**config.mk**
```make
export PLATFORM = sky130hd
export DESIGN_NAME = arb2l_top
export DESIGN_NICKNAME = d
export VERILOG_FILES = /design/src/rtl/arb2l_pkg.sv /design/src/rtl/arb2l_rr_pick.sv /design/src/rtl/arb2l_watch.sv /design/src/rtl/arb2l_top.sv
export SDC_FILE = /design/constraint.sdc
export NUM_CORES = 1
export LEC_CHECK = 0
export ABC_AREA = 1
export BUFFER_PORTS_ARGS = -buffer_cell sky130_fd_sc_hd__buf_2
export CELL_PAD_IN_SITES_DETAIL_PLACEMENT = 2
export CELL_PAD_IN_SITES_GLOBAL_PLACEMENT = 2
export CORE_ASPECT_RATIO = 1.5
export CORE_MARGIN = 2
export CORE_UTILIZATION = 35
export CTS_CLUSTER_DIAMETER = 100
export DETAILED_ROUTE_END_ITERATION = 10
export GPL_ROUTABILITY_DRIVEN = 0
export PLACE_DENSITY = 0.9
export SLEW_MARGIN = 20
export SYNTH_ARGS = -nofsm -noshare
export SYNTH_HDL_FRONTEND = slang
export SYNTH_SLANG_ARGS = --single-unit
export TNS_END_PERCENT = 1
```
**constraint.sdc**
```tcl
create_clock -name clk -period 10.9 [get_ports clk]
set_clock_uncertainty 0.2 [all_clocks]
set_input_delay 1.635 -clock clk [delete_from_list [all_inputs] [get_ports clk]]
set_output_delay 1.635 -clock clk [all_outputs]
set_load 0.05 [all_outputs]
```
**src/rtl/arb2l_pkg.sv**
```systemverilog
// Package: shared constants and helpers for the two-level arbiter.
// Assumes vectors of at most 32 lines.
package arb2l_pkg;

    // Line that receives the parked grant in default parking mode
    localparam int DEFAULT_PARK = 0;

    // Index of the lowest set bit; 0 when the vector is empty
    function automatic int low_index(input logic [31:0] vec);
        int res;
        res = 0;
        for (int i = 31; i >= 0; i--) begin
            if (vec[i]) res = i;
        end
        return res;
    endfunction

endpackage

```
**src/rtl/arb2l_rr_pick.sv**
```systemverilog
// Module: rotating picker. It selects the first set candidate after
// position `last`, wrapping around. Purely combinational.
// Assumes last < N.
module arb2l_rr_pick #(
    parameter int N = 8
) (
    input  logic [N-1:0]         cand,
    input  logic [$clog2(N)-1:0] last,
    output logic                 hit,
    output logic [$clog2(N)-1:0] idx
);
    localparam int IW = $clog2(N);

    // Scan from last+1 through last+N and keep the first candidate found
    always_comb begin
        hit = 1'b0;
        idx = '0;
        for (int k = 1; k <= N; k++) begin
            if (!hit && cand[(int'(last) + k) % N]) begin
                hit = 1'b1;
                idx = IW'((int'(last) + k) % N);
            end
        end
    end
endmodule

```
**src/rtl/arb2l_watch.sv**
```systemverilog
// Module: idle-holder watchdog. It counts idle cycles in which the current
// grant holder keeps requesting without starting a transaction, and marks
// the holder isolated when the programmed limit is reached. A cleared
// enable bit removes the mark.
// Assumes gnt is one-hot or zero.
module arb2l_watch #(
    parameter int N  = 8,
    parameter int LW = 8
) (
    input  logic          clk,
    input  logic          rst_n,
    input  logic          bus_idle,
    input  logic [N-1:0]  gnt,
    input  logic [N-1:0]  req,
    input  logic [N-1:0]  cfg_enable,
    input  logic [LW-1:0] limit,
    output logic [N-1:0]  auto_iso
);
    logic [LW-1:0] cnt;
    logic          active;
    logic          hit;

    // Count only while the holder requests on an idle bus with checking on
    always_comb begin
        active = bus_idle && (|(gnt & req)) && (limit != '0);
        hit    = active && (({1'b0, cnt} + 1'b1) >= {1'b0, limit});
    end

    // Idle counter and sticky isolation marks
    always_ff @(posedge clk) begin
        if (!rst_n) begin
            cnt      <= '0;
            auto_iso <= '0;
        end else begin
            cnt      <= (active && !hit) ? cnt + 1'b1 : '0;
            auto_iso <= (auto_iso | (hit ? gnt : '0)) & cfg_enable;
        end
    end


    new_iso_on_holder_chk: assert property (@(posedge clk) disable iff (!rst_n)
        $past(rst_n) |-> ((auto_iso & ~$past(auto_iso)) & ~$past(gnt)) == '0);


    busy_clears_count_chk: assert property (@(posedge clk) disable iff (!rst_n)
        $past(rst_n) && !$past(bus_idle) |-> cnt == '0);
endmodule

```
**src/rtl/arb2l_top.sv**
```systemverilog
// Module: two-level rotating bus arbiter with parking, forced mode and
// isolation of faulty masters. Line 0 is the host-side controller and the
// other lines serve external masters. The lower group takes the last slot
// of the upper rotation. Grants move only on an idle bus, and a dead cycle
// separates two different owners.
// Assumes N_LINES >= 2 and all inputs synchronous to clk.
module arb2l_top
    import arb2l_pkg::*;
#(
    parameter int N_LINES = 8,
    parameter int LIMIT_W = 8
) (
    input  logic                       clk,
    input  logic                       rst_n,
    input  logic [N_LINES-1:0]         req,
    input  logic                       frame_act,
    input  logic                       irdy_act,
    input  logic [N_LINES-1:0]         cfg_enable,
    input  logic [N_LINES-1:0]         cfg_grp2,
    input  logic                       cfg_park_last,
    input  logic                       cfg_force,
    input  logic [LIMIT_W-1:0]         cfg_idle_limit,
    output logic [N_LINES-1:0]         gnt,
    output logic [$clog2(N_LINES)-1:0] stat_owner,
    output logic                       stat_owner_vld,
    output logic [N_LINES-1:0]         stat_iso
);
    localparam int N     = N_LINES;
    localparam int IW    = $clog2(N);
    localparam int SLOTS = N + 1;
    localparam int SW    = $clog2(SLOTS);
    localparam logic [SW-1:0] GROUP_SLOT = SW'(N);
    localparam logic [N-1:0]  ONE        = {{(N-1){1'b0}}, 1'b1};

    logic [N-1:0]  gnt_q;
    logic [IW-1:0] last_q;
    logic [SW-1:0] ptr1_q;
    logic [IW-1:0] ptr2_q;
    logic [N-1:0]  auto_iso;

    logic          bus_idle;
    logic [N-1:0]  iso_mask;
    logic [N-1:0]  elig;
    logic [N-1:0]  grp_req;
    logic [SW-1:0] l1_idx;
    logic          l1_hit;
    logic [IW-1:0] l2_idx;
    logic          l2_hit;
    logic [IW-1:0] arb_idx;
    logic [IW-1:0] park_idx;
    logic [N-1:0]  park_one;
    logic          force_keep;
    logic          from_arb;
    logic [N-1:0]  tgt;
    logic [IW-1:0] tgt_idx;

    // Bus state, isolation mask and eligible requests
    always_comb begin
        bus_idle = !frame_act && !irdy_act;
        iso_mask = ~cfg_enable | auto_iso;
        elig     = req & ~iso_mask;
        grp_req  = elig & cfg_grp2;
    end

    // Upper rotation: the lines outside the group plus one slot for the group
    arb2l_rr_pick #(.N(SLOTS)) u_pick_l1 (
        .cand ({|grp_req, elig & ~cfg_grp2}),
        .last (ptr1_q),
        .hit  (l1_hit),
        .idx  (l1_idx)
    );

    // Lower rotation among the group members
    arb2l_rr_pick #(.N(N)) u_pick_l2 (
        .cand (grp_req),
        .last (ptr2_q),
        .hit  (l2_hit),
        .idx  (l2_idx)
    );

    // Idle-holder watchdog that feeds the isolation mask
    arb2l_watch #(.N(N), .LW(LIMIT_W)) u_watch (
        .clk        (clk),
        .rst_n      (rst_n),
        .bus_idle   (bus_idle),
        .gnt        (gnt_q),
        .req        (req),
        .cfg_enable (cfg_enable),
        .limit      (cfg_idle_limit),
        .auto_iso   (auto_iso)
    );

    // Pick the target: forced hold, then rotation winner, then parking
    always_comb begin
        arb_idx    = (l1_idx == GROUP_SLOT) ? l2_idx : l1_idx[IW-1:0];
        park_idx   = cfg_park_last ? last_q : IW'(DEFAULT_PARK);
        park_one   = (ONE << park_idx) & ~iso_mask;
        force_keep = cfg_force && (|(gnt_q & elig));
        from_arb   = !force_keep && l1_hit;
        if (force_keep)  tgt = gnt_q;
        else if (l1_hit) tgt = ONE << arb_idx;
        else             tgt = park_one;
        tgt_idx    = l1_hit ? arb_idx : park_idx;
    end

    // Grant register: move only on an idle bus, with a dead cycle between owners
    always_ff @(posedge clk) begin
        if (!rst_n) begin
            gnt_q  <= '0;
            last_q <= '0;
            ptr1_q <= GROUP_SLOT;
            ptr2_q <= IW'(N - 1);
        end else if (bus_idle) begin
            if (gnt_q == '0) begin
                gnt_q <= tgt;
                if (tgt != '0) last_q <= tgt_idx;
                if (from_arb) begin
                    ptr1_q <= l1_idx;
                    if (l1_idx == GROUP_SLOT) ptr2_q <= l2_idx;
                end
            end else if (tgt != gnt_q) begin
                gnt_q <= '0;
            end
        end
    end

    // Status outputs
    always_comb begin
        gnt            = gnt_q;
        stat_owner_vld = |gnt_q;
        stat_owner     = IW'(low_index(32'(gnt_q)));
        stat_iso       = iso_mask;
    end


    gnt_onehot_chk: assert property (@(posedge clk) disable iff (!rst_n)
        $onehot0(gnt_q));


    busy_hold_chk: assert property (@(posedge clk) disable iff (!rst_n)
        $past(rst_n) && !$past(bus_idle) |-> gnt_q == $past(gnt_q));


    dead_cycle_chk: assert property (@(posedge clk) disable iff (!rst_n)
        $past(rst_n) && (|$past(gnt_q)) && (gnt_q != $past(gnt_q)) |-> gnt_q == '0);


    no_iso_grant_chk: assert property (@(posedge clk) disable iff (!rst_n)
        $past(rst_n) |-> ((gnt_q & ~$past(gnt_q)) & $past(iso_mask)) == '0);


    force_hold_chk: assert property (@(posedge clk) disable iff (!rst_n)
        $past(rst_n) && $past(cfg_force) && $past(|(gnt_q & elig)) |-> gnt_q == $past(gnt_q));
endmodule

```
==> results.json, run 1 <==
{
  "final_max_slew_viol_count": 0,
  "io_buffers": 57,
  "regArea_um2": 681,
  "io_pins": 58,
  "max-slew-margin-rel_pct": 43.4,
  "area_growth_syn_to_layout_pct": 10.0,
  "cp_top_family": "simple AND/OR/NAND/NOR gates",
  "row_count": 62,
  "yosys_warnings": 0,
  "critPathBufInv": 5,
  "ys_seq_elements": 34,
  "cts_sinks": 34,
  "final_common_cell": "nand2_1",
  "initial_core_util_pct": 35.8,
  "synth.distinct_cells": 54,
  "critPathMostFrequentCell": "nand2_1",
  "cts_hold_buf": 0,
  "grt.total_usage_pct": 30.4,
  "die_w_um": 119,
  "route.detailed.drc": 0,
  "whs_endpoint": "last_q[2]",
  "htreeDepth": 2,
  "cts.repair.resized": 0,
  "syn_nets": 1307,
  "drt_iter0_markers": 342,
  "clkLatencyLatePin_ps": 300,
  "avgSynthCellArea_um2": 5.70,
  "worstSetupPathType": "flop to flop",
  "r2r_start": "ptr1_q[1]",
  "r2r_setup_slack_ps": 3630,
  "drive_gt1_share_pct": 12.9,
  "fin_crit_sh_pct": 66.7,
  "grt_max_degree": 38,
  "arrival_ps": 7290,
  "postCtsSetupRepairBufs": 0,
  "layout_common_cells": "301 x nand2_1, 170 x nand3_1, 169 x inv_1",
  "crit_path_max_fanout": 17,
  "hold_viol": 0,
  "fin_crit_ps": 7270,
  "cts-root-buf": "clkbuf_16",
  "grt_pass1_wl_mm": 50.6,
  "die-area_mm2": 0.0208,
  "maxCapViolations": 0,
  "tns_ps": 0,
  "synth_seq_area_share_pct": 9.89,
  "num_antenna_cells": 0,
  "vias": 8498,
  "worstHoldPathCells": 2,
  "first_pass_iters": 7,
  "run_status": "complete, no violations",
  "path_clk_slew_ps": 70,
  "cts_buffers": 5,
  "overflow": 0,
  "finalSetupViolCount": 0,
  "synth_area_mm2": 0.00688,
  "synth_cells": 1208,
  "crit_path_max_incr_delay_ps": 790,
  "routed_wl_mm": 31.4,
  "r2r-end": "gnt[1]",
  "antenna_found_initial": 0,
  "worst_pin_slew_ps": 848,
  "nNetsFinal": 1357,
  "fmax_ghz": 0.137,
  "hpwlAfterDp_mm": 25.9,
  "clock_path_buffers": 2,
  "hp-start": "last_q[2]",
  "fp.dieH_um": 176,
  "ant_nets": 0,
  "worstHoldPathType": "flop to flop",
  "grt_pass1_vias": 9579,
  "rsz0062_at_grt": "no",
  "r2r_cells": 37,
  "slowest_stage": "dfxtp_1",
  "worstPathRequired_ps": 10910,
  "multi_input_area_mm2": 0.00537,
  "fillCellCount": 2509,
  "core_area_mm2": 0.0192,
  "routed_via_density": 5.61,
  "wire_per_inst_um": 20.8,
  "end_kind": "flop",
  "critPathLaunchType": "flop",
  "cts_tree": "built"
}
==> worst max path at each step <==
stage / start / cells after the start / end
finish: ptr1_q[1] / 37 / gnt[1]
detailed placement: ptr1_q[1] / 37 / gnt[1]
floorplan: ptr1_q[0] / 41 / gnt[0]
global route: ptr1_q[1] / 39 / gnt[3]
CTS: ptr1_q[1] / 39 / gnt[1]
global placement: ptr1_q[1] / 37 / gnt[2]
==> cells by family (layout without fill, tap and decap cells) <==
logic type               count (synthesis)  after routing  share of synthesized area (%)
buffers and inverters                  212            263                           12.0
XOR/XNOR                                38             38                           5.27
AO/OA/AOI/OAI                          166            166                           14.6
adder cells (fa/ha/maj)                 61             61                           11.1
multiplexers                             1              1                          0.145
AND/OR/NAND/NOR                        696            696                           47.0
flip-flops                              34             34                           9.89
==> through the flow <==
stage / hold WS (ps) / setup WS [ps] / cell area (µm²) / std cells / utilization [%]
after global routing: 298 / 2920 / 7570 / 1515 / 39.4
after floorplan: 233 / 4990 / 6880 / 1208 / -
after global placement: 256 / 4350 / 7430 / 1507 / 38.6
final: 269 / 3630 / 7570 / 1515 / 39.4
after CTS: 267 / 3730 / 7570 / 1515 / 39.4
after detailed placement: 259 / 3770 / 7430 / 1507 / 38.6
==> cells in the mapped netlist, drive strengths merged <==
master   number  area, µm²
o21a          4       30.0
nand3       175        901
nand3b       11       82.6
ha           61        763
o2111ai       2       17.5
a211oi        2       15.0
a21oi        42        225
a221oi        1       8.76
nor3         18       95.1
dfxtp        34        681
o22ai         6       37.5
a31oi         2       12.5
buf          10       70.1
o41ai         2       25.0
o31ai         9       72.6
nand2       346       1460
a2111oi       1       8.76
nor2        105        424
or4           1       7.51
inv         185        694
o211ai       21        158
or2          10       62.6
a41oi         1       8.76
a311oi        1       8.76
a22oi         1       7.51
xnor2         7       76.3
and2          2       12.5
xor2         31        287
clkbuf       10       37.5
clkinv        7       26.3
o21ai        71        367
mux2i         1       10.0
nor4          4       25.0
nand4        24        169
==> worst register-to-register path, delay by kind of cell, from the launching register on <==
kind / cells / cell delay (ps)
and+or+nand+nor: 26 / 3120
adders and majority gates: 3 / 1250
AOI/OAI and AO/OA: 2 / 500
buffers and inverters: 5 / 1020
xor gates and xnor gates: 1 / 290
DFF: 1 / 790
==> state kept, by name (all words and copies together) (netlist names) <==
register	count
u_watch.auto_iso	8
last_q	3
gnt	8
ptr2_q	3
u_watch.cnt	8
ptr1_q	4
==> metal layers <==
metal	routed length (µm)	global-route usage, %
met5	0	0
met4	2220	20.9
met3	870	2.63
met2	16900	59.8
met1	11500	29.4
==> cell type report <==
cell class / count / area share [%]
clock buffers: 7 / 1.88
clock inverters: 1 / 0.0661
inverters: 192 / 9.52
multi-input cells: 962 / 71.0
flip-flops and latches: 34 / 8.99
well taps: 256 / 4.23
repair buffers: 63 / 4.36
Power of run 1 is left out: the tool's default activity adds up to more than one toggle a clock period on the data nets, which glitch-free logic cannot reach.
==> run 2, diff against run 1 <==
--- a/config.mk
+++ b/config.mk
@@ -11,11 +11,11 @@
 export CELL_PAD_IN_SITES_GLOBAL_PLACEMENT = 2
 export CORE_ASPECT_RATIO = 1.5
 export CORE_MARGIN = 2
-export CORE_UTILIZATION = 35
+export CORE_UTILIZATION = 32
 export CTS_CLUSTER_DIAMETER = 100
 export DETAILED_ROUTE_END_ITERATION = 10
 export GPL_ROUTABILITY_DRIVEN = 0
-export PLACE_DENSITY = 0.9
+export PLACE_DENSITY = 0.84
 export SLEW_MARGIN = 20
 export SYNTH_ARGS = -nofsm -noshare
 export SYNTH_HDL_FRONTEND = slang
==> constraint.sdc (replaced) <==
create_clock -name clk -period 7.5 [get_ports clk]
set_clock_uncertainty 0.2 [all_clocks]
set_input_delay 1.125 -clock clk [delete_from_list [all_inputs] [get_ports clk]]
set_output_delay 1.125 -clock clk [all_outputs]
set_load 0.05 [all_outputs]
==> run 2 against run 1 <==
Compared with the run above:
- flip-flop and latch count stayed put
- worst setup slack worse by 2700 ps
- via count fell by 2.3%
- wire length down 7.1%
- die area up 9.1%
- critical path depth increased by 1
- fmax rose by 11%
- non-clock buffer count up 2
- cell count grew 0.92%
==> results.json, run 2 (synthesis results as in run 1) <==
{
  "final_common_cell": "nand2_1",
  "core_area_mm2": 0.0211,
  "hpwlAfterDp_mm": 24.6,
  "max-slew-margin-rel_pct": 55.0,
  "worstHoldPathCells": 2,
  "first_pass_iters": 4,
  "vias": 8303,
  "cts.repair.resized": 0,
  "initial_core_util_pct": 32.7,
  "ant_nets": 0,
  "grt.total_usage_pct": 26.1,
  "route.detailed.drc": 0,
  "postCtsSetupRepairBufs": 0,
  "wl_met3_um": 678,
  "end_kind": "flop",
  "final_max_slew_viol_count": 0,
  "clkLatencyLatePin_ps": 290,
  "cts_tree": "built",
  "wl_met1_mm": 11.1,
  "slowest_stage": "ha_1",
  "tns_ps": 0,
  "arrival_ps": 6560,
  "die_w_um": 124,
  "nNetsFinal": 1359,
  "critPathLaunchType": "flop",
  "worstHoldPathType": "flop to flop",
  "cts-root-buf": "clkbuf_16",
  "path_clk_slew_ps": 60,
  "routed_via_density": 5.43,
  "critPathMostFrequentCell": "nand2_1",
  "io_buffers": 57,
  "wl_met2_mm": 16.0,
  "grt_pass1_wl_mm": 46.6,
  "overflow": 0,
  "maxCapViolations": 0,
  "wire_per_inst_um": 19.1,
  "fillCellCount": 2787,
  "placed_area_mm2": 0.00746,
  "die-area_mm2": 0.0227,
  "fmax_ghz": 0.152,
  "cts_sinks": 34,
  "crit_path_max_incr_delay_ps": 710,
  "grt_pass1_vias": 9064,
  "num_antenna_cells": 0,
  "finalSetupViolCount": 0,
  "drive_gt1_share_pct": 13.0,
  "final_area_mm2": 0.00760,
  "cts_hold_buf": 0,
  "cts_buffers": 5,
  "antenna_found_initial": 0,
  "drt_iter0_markers": 281,
  "worstSetupPathType": "flop to flop",
  "r2r_cells": 38,
  "fin_crit_sh_pct": 87.5,
  "regArea_um2": 681,
  "top_layer_used": "met4",
  "grt_max_degree": 35,
  "layout_common_cells": "301 x nand2_1, 170 x nand3_1, 169 x inv_1",
  "area_growth_syn_to_layout_pct": 10.5,
  "fp.dieH_um": 184,
  "worstPathRequired_ps": 7500,
  "clock_path_buffers": 2,
  "row_count": 65,
  "crit_path_max_fanout": 17,
  "io_pins": 58,
  "finalCoreUtilization_pct": 36.1,
  "fin_crit_ps": 6560,
  "htreeDepth": 2,
  "rsz0062_at_grt": "no",
  "worst_pin_slew_ps": 673,
  "hold_viol": 0,
  "run_status": "complete, no violations",
  "multi_input_area_mm2": 0.00537,
  "routed_wl_mm": 29.2
}
==> run 2: through the flow <==
step                      std cells  setup WS (ps)  hold WS (ps)
after CTS                      1529            906           274
after global placement         1521           1330           256
after global routing           1529            227           293
after detailed placement       1521            969           265
final                          1529            937           272
after floorplan                1208           1590           233
==> run 2: metal layers <==
metal,GRT usage (%),vias up
met1,26.1,4012
li1,-,4058
met5,0,-
met3,1.36,72
met4,12.7,0
met2,52.6,161
==> run 2: cell type report <==
type | instances | share of cell area [%]
Multi-Input combinational cell | 962 | 70.7
Inverter | 192 | 9.48
Sequential cell | 34 | 8.95
Timing Repair Buffer | 65 | 4.54
Tap cell | 268 | 4.41
Clock buffer | 7 | 1.88
Clock inverter | 1 | 0.0658
==> run 2: worst paths after layout <==
check                           slack, ps      start   endpoint
worst max-delay path                  940  ptr1_q[1]     gnt[0]
worst max register to register        940  ptr1_q[1]     gnt[0]
worst min register to register        270  last_q[2]  last_q[2]
worst min-delay path                  270  last_q[2]  last_q[2]
==> run 2: worst max-delay path, delay by kind of cell, from the launching register on <==
kind,cells,cell delay [ps]
AND/OR/NAND/NOR,26,3020
adder cells (fa/ha/maj),3,1180
AO/OA/AOI/OAI,2,440
buffers and inverters,6,1040
flip-flops,1,310
XOR/XNOR,1,250
Power of run 2 is left out for the same reason.
